<file path="src/rtl/pwd_watchdog_pkg.sv">
package pwd_watchdog_pkg;
  localparam int unsigned ADDR_W = 5;
  localparam logic [ADDR_W-1:0] OFS_CFG      = 5'h00;
  localparam logic [ADDR_W-1:0] OFS_RTYPE    = 5'h01;
  localparam logic [ADDR_W-1:0] OFS_IE       = 5'h04;
  localparam logic [ADDR_W-1:0] OFS_PEND     = 5'h08;
  localparam logic [ADDR_W-1:0] OFS_LIMIT_LO = 5'h0C;
  localparam logic [ADDR_W-1:0] OFS_LIMIT_HI = 5'h0D;
  localparam logic [ADDR_W-1:0] OFS_SCR0     = 5'h10;
  localparam logic [3:0]        DISARM_KEY   = 4'h9;

  typedef struct packed {
    logic src;
    logic en;
  } cfg_t;
endpackage

</file>
<file path="src/rtl/pwd_watchdog_regs.sv">
module pwd_watchdog_regs
  import pwd_watchdog_pkg::*;
#(
  parameter int unsigned CNT_W   = 16,
  parameter int unsigned RTYPE_W = 2,
  parameter int unsigned NUM_SCR = 4
) (
  input  logic               clk,
  input  logic               rst,
  input  logic               wr_en,
  input  logic               rd_en,
  input  logic [ADDR_W-1:0]  addr,
  input  logic [7:0]         wdata,
  input  logic               half_hit,
  input  logic               end_hit,
  output logic [7:0]         rdata,
  output cfg_t               cfg,
  output logic               ie,
  output logic [1:0]         pend,
  output logic [CNT_W-1:0]   limit,
  output logic [RTYPE_W-1:0] rtype,
  output logic               restart
);
  localparam int unsigned HI_W      = CNT_W - 8;
  localparam int unsigned SCR_IDX_W = (NUM_SCR > 1) ? $clog2(NUM_SCR) : 1;

  logic cfg_wr, disarm_ok, pend_wr;
  logic [7:0] scr_q [NUM_SCR];
  logic [7:0] rd_mux;
  logic [ADDR_W-1:0] scr_off;
  logic [15:0] limit16;

  assign cfg_wr    = wr_en && (addr == OFS_CFG);
  assign restart   = cfg_wr && wdata[0];
  assign disarm_ok = cfg_wr && !wdata[0] && (wdata[7:4] == DISARM_KEY);
  assign pend_wr   = wr_en && (addr == OFS_PEND);
  assign scr_off   = addr - OFS_SCR0;
  assign limit16   = 16'(limit);

  always_ff @(posedge clk) begin
    if (rst) begin
      cfg <= '0;
    end else begin
      if (cfg_wr) cfg.src <= wdata[1];
      if (restart) cfg.en <= 1'b1;
      else if (disarm_ok) cfg.en <= 1'b0;
    end
  end

  always_ff @(posedge clk) begin
    if (rst) begin
      ie    <= 1'b0;
      rtype <= '0;
      limit <= '1;
    end else if (wr_en) begin
      if (addr == OFS_IE) ie <= wdata[0];
      if (addr == OFS_RTYPE) rtype <= wdata[RTYPE_W-1:0];
      if (addr == OFS_LIMIT_LO) limit[7:0] <= wdata;
      if (addr == OFS_LIMIT_HI) limit[CNT_W-1:8] <= wdata[HI_W-1:0];
    end
  end

  // Set has priority over a same-cycle write-one clear
  always_ff @(posedge clk) begin
    if (rst) begin
      pend <= 2'b00;
    end else begin
      pend[0] <= half_hit | (pend[0] & ~(pend_wr & wdata[0]));
      pend[1] <= end_hit  | (pend[1] & ~(pend_wr & wdata[1]));
    end
  end

  for (genvar i = 0; i < NUM_SCR; i++) begin : g_scr
    always_ff @(posedge clk) begin
      if (rst) scr_q[i] <= 8'h00;
      else if (wr_en && (addr == OFS_SCR0 + ADDR_W'(i))) scr_q[i] <= wdata;
    end
  end

  always_comb begin
    rd_mux = 8'h00;
    case (addr)
      OFS_CFG:      rd_mux = {6'b0, cfg.src, cfg.en};
      OFS_RTYPE:    rd_mux = 8'(rtype);
      OFS_IE:       rd_mux = {7'b0, ie};
      OFS_PEND:     rd_mux = {6'b0, pend};
      OFS_LIMIT_LO: rd_mux = limit16[7:0];
      OFS_LIMIT_HI: rd_mux = limit16[15:8];
      default: begin
        if (scr_off < ADDR_W'(NUM_SCR)) rd_mux = scr_q[scr_off[SCR_IDX_W-1:0]];
      end
    endcase
  end

  always_ff @(posedge clk) begin
    if (rst) rdata <= 8'h00;
    else if (rd_en) rdata <= rd_mux;
  end
endmodule

</file>
<file path="src/rtl/pwd_watchdog_counter.sv">
module pwd_watchdog_counter #(
  parameter int unsigned CNT_W     = 16,
  parameter int unsigned MIN_LIMIT = 3
) (
  input  logic             clk,
  input  logic             rst,
  input  logic             en,
  input  logic             restart,
  input  logic             tick,
  input  logic [CNT_W-1:0] limit,
  output logic             half_hit,
  output logic             end_hit,
  output logic             req,
  output logic [CNT_W-1:0] cnt
);
  localparam logic [CNT_W-1:0] MIN_L = CNT_W'(MIN_LIMIT);

  logic [CNT_W-1:0] eff, half, cnt_nx;
  logic halted, step;

  assign eff    = (limit < MIN_L) ? MIN_L : limit;
  assign half   = eff >> 1;
  assign cnt_nx = cnt + 1'b1;
  assign step   = en && !restart && !halted && tick;

  assign half_hit = step && (cnt_nx == half);
  assign end_hit  = step && (cnt_nx >= eff);

  always_ff @(posedge clk) begin
    if (rst) begin
      cnt    <= '0;
      halted <= 1'b0;
      req    <= 1'b0;
    end else begin
      req <= 1'b0;
      if (restart || !en) begin
        cnt    <= '0;
        halted <= 1'b0;
      end else if (step) begin
        cnt <= cnt_nx;
        if (end_hit) begin
          halted <= 1'b1;
          req    <= 1'b1;
        end
      end
    end
  end
endmodule

</file>
<file path="src/rtl/pwd_watchdog.sv">
module pwd_watchdog
  import pwd_watchdog_pkg::*;
#(
  parameter int unsigned CNT_W     = 16,
  parameter int unsigned RTYPE_W   = 2,
  parameter int unsigned NUM_SCR   = 4,
  parameter int unsigned MIN_LIMIT = 3
) (
  input  logic               clk,
  input  logic               rst,
  input  logic               tick_sleep_i,
  input  logic               tick_periph_i,
  input  logic               wr_en_i,
  input  logic               rd_en_i,
  input  logic [4:0]         addr_i,
  input  logic [7:0]         wdata_i,
  output logic [7:0]         rdata_o,
  output logic               irq_o,
  output logic               rst_req_o,
  output logic [RTYPE_W-1:0] rst_type_o
);
  cfg_t cfg;
  logic ie, restart, half_hit, end_hit, tick;
  logic [1:0] pend;
  logic [CNT_W-1:0] limit, count_w;

  assign tick = cfg.src ? tick_periph_i : tick_sleep_i;

  pwd_watchdog_regs #(
    .CNT_W(CNT_W), .RTYPE_W(RTYPE_W), .NUM_SCR(NUM_SCR)
  ) u_regs (
    .clk(clk), .rst(rst), .wr_en(wr_en_i), .rd_en(rd_en_i),
    .addr(addr_i), .wdata(wdata_i), .half_hit(half_hit), .end_hit(end_hit),
    .rdata(rdata_o), .cfg(cfg), .ie(ie), .pend(pend), .limit(limit),
    .rtype(rst_type_o), .restart(restart)
  );

  pwd_watchdog_counter #(
    .CNT_W(CNT_W), .MIN_LIMIT(MIN_LIMIT)
  ) u_cnt (
    .clk(clk), .rst(rst), .en(cfg.en), .restart(restart), .tick(tick),
    .limit(limit), .half_hit(half_hit), .end_hit(end_hit),
    .req(rst_req_o), .cnt(count_w)
  );

  assign irq_o = pend[0] & ie;
endmodule

</file>
<file path="config.mk">
export PLATFORM = sky130hd
export DESIGN_NAME = pwd_watchdog
export DESIGN_NICKNAME = d
export VERILOG_FILES = /design/src/rtl/pwd_watchdog_pkg.sv /design/src/rtl/pwd_watchdog_regs.sv /design/src/rtl/pwd_watchdog_counter.sv /design/src/rtl/pwd_watchdog.sv
export SDC_FILE = /design/constraint.sdc
export NUM_CORES = 1
export LEC_CHECK = 0
export ABC_AREA = 1
export BUFFER_PORTS_ARGS = -buffer_cell sky130_fd_sc_hd__buf_4
export CORE_MARGIN = 2
export CORE_UTILIZATION = 50
export CTS_BUF_LIST = sky130_fd_sc_hd__clkbuf_4 sky130_fd_sc_hd__clkbuf_8
export CTS_CLUSTER_SIZE = 30
export DETAILED_ROUTE_END_ITERATION = 6
export GPL_TIMING_DRIVEN = 0
export PLACE_DENSITY_LB_ADDON = 0.1
export SLEW_MARGIN = 20
export SYNTH_ARGS = -nofsm -noshare
export SYNTH_HDL_FRONTEND = slang
export SYNTH_SLANG_ARGS = --single-unit
</file>
<file path="constraint.sdc">
create_clock -name clk -period 2.26 [get_ports clk]
set_input_delay 0.113 -clock clk [delete_from_list [all_inputs] [get_ports clk]]
set_output_delay 0.113 -clock clk [all_outputs]
set_load 0.01 [all_outputs]
</file>
==> flow_metrics.tcl, run 1 <==
set metrics [dict create \
    synthTopCellsByCount "138 x nand2_1, 77 x nor2_1, 60 x inv_1" \
    antenna_found_initial 0 \
    cp_max_fo 4 \
    synthArstFlopShare_pct 0 \
    dp_hpwl_um 9560 \
    period_share_pct 100 \
    grtUsageTotal_pct 27.2 \
    drtPass1Iterations 5 \
    design.die.area_mm2 0.00983 \
    synth_cell_types 41 \
    fin_worst_skew_ns 0.0131 \
    status "complete, but fails checks" \
    use_met2_pct 41.8 \
    ant_nets 0 \
    use_met1_pct 40.4 \
    htreeDepth 3 \
    min_to "u_regs.limit[2]" \
    ys.flop_type "dfxtp_1" \
    cts_buffers 9 \
    final_max_slew_viol_count 0 \
    holdPathStages 3 \
    synth_nets 634 \
    synth_top_area_share_pct 21.7 \
    synth_edf_count 32 \
    hold_start "wdata_i[2]" \
    dp_worst_setup_slack_ns -0.575 \
    slew_headroom_pct 61.4 \
    gp_congestion 0.900 \
    hold_buffers 0 \
    fmax_ghz 0.442 \
    vias 4393 \
    cts_tree "done" \
    synth_area_leaders "dfxtp_1 22%, edfxtp_1 21%, nand2_1 11%" \
    busiest_layer "met2" \
    setup_viol 1 \
    core_area_mm2 0.00876 \
    rsz0062_at_grt "true" \
    placed_cells 734 \
    portBuffers 27 \
    yosys.area.top_type "dfxtp_1" \
    syn_inst 598 \
    start_util_pct 51.6 \
    yosysWarnings 0 \
    die-height_um 99.1 \
    timing.final.crit_period_ns 2.26 \
    use_met3_pct 3.30 \
    r2r_setup_slack_ns -0.005 \
    synth_seq_area_share_pct 42.9 \
    cts-root-buf "clkbuf_8" \
    hold_viol_final 0 \
    fin_cells 772 \
    drt_iter0_markers 284 \
    leakagePower_nw 2.34 \
    rr_startpoint "u_cnt.cnt[0]" \
    syn_area_per_cell_um2 7.57 \
    synth_seq_cells 81 \
    max_cap_viol_count 0 \
    fin_nets 695 \
    gr-total-overflow 0 \
    powerDensity_mw_per_mm2 549 \
    die_x_um 99.1 \
    cp.required_ns 2.49 \
    syn_to_final_growth_pct 22.8 \
    ir_drop_v 0.000283 \
    num_antenna_cells 0 \
    grt_pass1_wl_um 20800 \
    hp-class "input port to flop" \
    worstSetupPathType "flop to flop" \
    critPathCaptureType "flop" \
    cts_buffer_depth 2 \
    drive_above_1_share_pct 25.2 \
    cts.sinks 81 \
    crit-reg2reg-capture "u_regs.pend[1]" \
    grt_max_degree 17 \
    layout_setup_ws_ns -0.00488 \
    worstSkewPairLatency_ns 0.36 \
    drc 0 \
    worstPathArrival_ns 2.50 \
    violations "negative setup slack" \
    ioPinCount 31 \
    start_kind "flop" \
    via_per_inst 5.69 \
    yosysMostFrequentCell "nand2_1" \
    netlist_area_mm2 0.00452 \
    worst-slew-pin-transition_ns 0.576 \
    grt_pass1_vias 4159 \
    cts.clk_slew.worst_paths_ns 0.09 \
    r2r_cells 14 \
    wirelength_um 13200 \
    num_rows 34 \
    wire_per_inst_um 17.1 \
]
## cell type report
class | count | area [um2]
fillers | 797 | 3210
multi-input cells | 436 | 2510
flip-flops and latches | 81 | 1980
repair buffers | 50 | 379
inverters | 66 | 248
well taps | 108 | 135
clock buffers | 9 | 124
clock inverters | 7 | 106
plain buffers | 15 | 75.1
## state kept, by name (all words and copies together) (netlist names)
name,flops
u_regs.pend,2
u_regs.cfg,2
u_regs.limit,16
u_regs.rtype,2
u_regs.scr_q,32
u_cnt.cnt,16
u_regs.rdata,8
u_cnt.halted,1
u_regs.ie,1
u_cnt.req,1
## timing repair
item                       CTS  global route
resized for setup           39            39
pin swaps                    9            32
setup endpoints to repair    3             4
setup buffers               15             8
## power breakdown
group / total [W] / internal [W] / switching, W
Clock: 0.00126 / 0.000645 / 0.000619
Combinational: 0.000216 / 0.0000729 / 0.000144
Sequential: 0.00157 / 0.00155 / 0.0000192
Total: 0.00305 / 0.00227 / 0.000782
## routing by layer
metal | routed length, um | part of all wire, % | up-vias
li1 | - | - | 2134
met3 | 936 | 7.1 | 23
met5 | 0 | 0 | -
met2 | 5940 | 45 | 167
met4 | 205 | 1.5 | 0
met1 | 6150 | 46 | 2069
## cell usage in the layout, fill, tap and decap left out, types with 4 or more instances in the layout
cell type / netlist / final
ha_4: 0 / 7
nand4_1: 7 / 7
a22oi_1: 8 / 8
a21oi_1: 39 / 35
a21oi_2: 1 / 4
nor2_2: 3 / 7
nand3_2: 1 / 5
ha_1: 17 / 10
clkbuf_1: 4 / 4
clkbuf_8: 0 / 9
dfxtp_2: 0 / 6
dfxtp_4: 0 / 8
nand3_1: 35 / 29
inv_1: 60 / 55
dfxtp_1: 49 / 35
a41oi_1: 7 / 7
nor2_4: 7 / 8
o21ai_0: 52 / 50
nand2_2: 10 / 20
nand2_1: 138 / 125
nor2_1: 77 / 72
edfxtp_1: 32 / 32
buf_4: 0 / 49
buf_2: 9 / 9
inv_2: 5 / 10
o211ai_1: 10 / 10
## worst max-delay path by stage
stage	end	cells after the start	start
final	u_regs.pend[1]	14	u_cnt.cnt[0]
after global routing	u_regs.pend[1]	14	u_cnt.cnt[0]
after CTS	u_cnt.halted	16	u_cnt.cnt[13]
after detailed placement	u_cnt.halted	15	u_cnt.cnt[0]
after global placement	u_regs.pend[1]	15	u_cnt.cnt[0]
after floorplan	u_regs.pend[1]	15	u_cnt.cnt[0]
## kinds of logic (layout without fill, tap and decap cells)
family / Yosys count / after routing / synth area share, %
fa+ha+maj: 17 / 17 / 4.70
xor+xnor: 2 / 2 / 0.387
compound gates: 126 / 126 / 16.0
mux: 1 / 1 / 0.249
simple gates: 290 / 290 / 28.6
buf+inv: 81 / 147 / 7.13
flops: 81 / 81 / 42.9
## through the flow
stage | instance area (um2) | total power, W | TNS (ns) | utilization (%) | hold WS (ns)
2_1_floorplan | 4520 | 0.00172 | 0 | - | 0.239
3_3_place_gp | 4860 | 0.00182 | -2.05 | 55.5 | 0.377
3_5_place_dp | 4870 | 0.00182 | -1.64 | 55.6 | 0.377
4_1_cts | 5340 | 0.00305 | 0 | 60.9 | 0.00470
5_1_grt | 5560 | 0.00313 | -0.240 | 63.4 | 0.0287
6_report | 5560 | 0.00305 | -0.00488 | 63.4 | 0.0166
## worst max-delay path, cell delays in order (launching register included)
cell and delay (ns):
dfxtp_4 0.39, ha_4 0.17, nand2_2 0.08, nor2_4 0.18, buf_4 0.14, nand3_1 0.08
nand2_2 0.10, inv_2 0.04, ha_1 0.18, a21oi_1 0.22, o21ai_2 0.11, a21oi_4 0.17
nand3_2 0.12, nand2_4 0.09, a21oi_2 0.05
(Power assumes the default switching activity.)
==> run 2: changes to the inputs <==
--- a/config.mk
+++ b/config.mk
@@ -9,7 +9,7 @@
 export BUFFER_PORTS_ARGS = -buffer_cell sky130_fd_sc_hd__buf_4
 export CORE_MARGIN = 2
 export CORE_UTILIZATION = 50
-export CTS_BUF_LIST = sky130_fd_sc_hd__clkbuf_4 sky130_fd_sc_hd__clkbuf_8
+export CTS_BUF_LIST = sky130_fd_sc_hd__clkbuf_2
 export CTS_CLUSTER_SIZE = 30
 export DETAILED_ROUTE_END_ITERATION = 6
 export GPL_TIMING_DRIVEN = 0
==> run 2 against run 1 <==
Net effect: the run still ends with negative setup slack left; utilization rose by 0.99 points; global-route usage is 0.34 points higher; first-iteration DRC count up 12%; non-clock buffer count up 20; total power decreased by 7.9%; clock skew up 0.024 ns; wire length is 1.5% higher; clock-buffer cell count unchanged; maximum frequency increased by 0.21%; largest cell class unchanged; largest power group unchanged.
==> flow_metrics.tcl, run 2 (synthesis results as in run 1) <==
set metrics [dict create \
    vias 4509 \
    critPathCaptureType "flop" \
    ir_drop_v 0.000320 \
    wire_per_inst_um 17.0 \
    timing.final.crit_period_ns 2.26 \
    worst-slew-pin-transition_ns 0.571 \
    num_antenna_cells 0 \
    post-route-util_pct 64.4 \
    grtUsageTotal_pct 27.5 \
    final_max_slew_viol_count 0 \
    drive_above_1_share_pct 24.0 \
    rsz0062_at_grt "true" \
    layout_common_cells "127 x nand2_1, 71 x nor2_1, 56 x inv_1, 51 x o21ai_0, 50 x buf_4" \
    gp_congestion 0.900 \
    worstSkewPairLatency_ns 0.57 \
    core_area_mm2 0.00876 \
    die-height_um 99.1 \
    drt_iter0_markers 318 \
    mostFrequentLayoutCell "nand2_1" \
    cts_buffer_depth 2 \
    hp-class "input port to flop" \
    cts_buffers 9 \
    period_share_pct 100 \
    grt_pass1_wl_um 21100 \
    top_regs "u_regs.scr_q x32, u_cnt.cnt x16, u_regs.limit x16" \
    gr-total-overflow 0 \
    cts.clk_slew.worst_paths_ns 0.26 \
    num_rows 34 \
    ant_nets 0 \
    start_kind "flop" \
    dp_worst_setup_slack_ns -0.575 \
    start_util_pct 51.6 \
    layout_setup_ws_ns -0.000121 \
    design.die.area_mm2 0.00983 \
    grt_max_degree 17 \
    antenna_found_initial 0 \
    status "complete, but fails checks" \
    cp.required_ns 2.72 \
    violations "negative setup slack" \
    cts_tree "done" \
    cp_max_fo 5 \
    worstPathArrival_ns 2.72 \
    cts.sinks 81 \
    worstSetupPathType "flop to flop" \
    hold_viol_final 0 \
    largest_reg_flops 32 \
    wirelength_um 13400 \
    dp_hpwl_um 9560 \
    portBuffers 27 \
    drc 0 \
    max_cap_viol_count 0 \
    drtPass1Iterations 5 \
    leakagePower_nw 2.37 \
    die_x_um 99.1 \
    powerDensity_mw_per_mm2 498 \
    ioPinCount 31 \
    largest-register "u_regs.scr_q" \
    syn_to_final_growth_pct 24.8 \
    grt_pass1_vias 4274 \
    via_per_inst 5.69 \
    cts-root-buf "clkbuf_2" \
    fin_nets 715 \
    fin_worst_skew_ns 0.0371 \
    setup_viol 1 \
    fmax_ghz 0.442 \
    holdWs_ns 0.0599 \
    slew_headroom_pct 61.7 \
    htreeDepth 3 \
]
## run 2: timing repair
item | CTS | global route
resized for setup | 40 | 30
hold endpoints to repair | 66 | 0
setup buffers | 18 | 6
endpoints found under the setup margin | 3 | 4
hold buffers | 19 | 0
pin swaps | 15 | 28
## run 2: final timing paths
path / startpoint / end / slack [ns] / cells after the start
worst min register to register: u_regs.ie / u_regs.ie / 0.50 / 2
worst min-delay path: addr_i[1] / u_regs.rdata[3] / 0.06 / 5
worst max-delay path: u_cnt.cnt[0] / u_regs.pend[1] / -0.0001 / 13
worst max register to register: u_cnt.cnt[0] / u_regs.pend[1] / -0.0001 / 13
## run 2: cell type report
cell class	instances	area (um2)
fillers	783	3120
multi-input cells	436	2480
flip-flops and latches	81	1980
repair buffers	70	577
inverters	66	248
well taps	108	135
clock inverters	7	106
plain buffers	15	75.1
clock buffers	9	45.0
## run 2: through the flow
stage                     std cells  setup TNS, ns  cell area (um2)  total power, W
after floorplan                 598              0             4520         0.00172
after global placement          733          -2.05             4860         0.00182
after detailed placement        734          -1.64             4870         0.00182
after CTS                       787        -0.0430             5480         0.00280
after global routing            792         -0.346             5640         0.00289
final                           792      -0.000121             5640         0.00281
## run 2: worst max-delay path: stages (launching register included)
cell and delay, ns:
dfxtp_4 0.45, ha_4 0.18, nand2_2 0.09, nor2_4 0.18
nand4_1 0.17, nand2_2 0.12, inv_1 0.08, ha_4 0.16
a21oi_1 0.15, o21ai_0 0.14, a21oi_2 0.19, nand3_2 0.12
nand2_4 0.10, a21oi_2 0.05
## run 2: layer usage
| metal | GRT usage [%] | vias to the layer above | part of all wire [%] | routed length, um |
|---|---|---|---|---|
| met5 | 0 | - | 0 | 0 |
| met2 | 42.6 | 184 | 45 | 6110 |
| met4 | 8.96 | 0 | 1.6 | 221 |
| met1 | 40.6 | 2125 | 47 | 6260 |
| met3 | 3.02 | 26 | 6.3 | 844 |
| li1 | - | 2174 | - | - |
## run 2: power by group
| group | internal (W) | switching [W] |
|---|---|---|
| clock network | 0.000389 | 0.000604 |
| logic | 0.0000925 | 0.000148 |
| registers | 0.00156 | 0.0000192 |
| total | 0.00204 | 0.000771 |
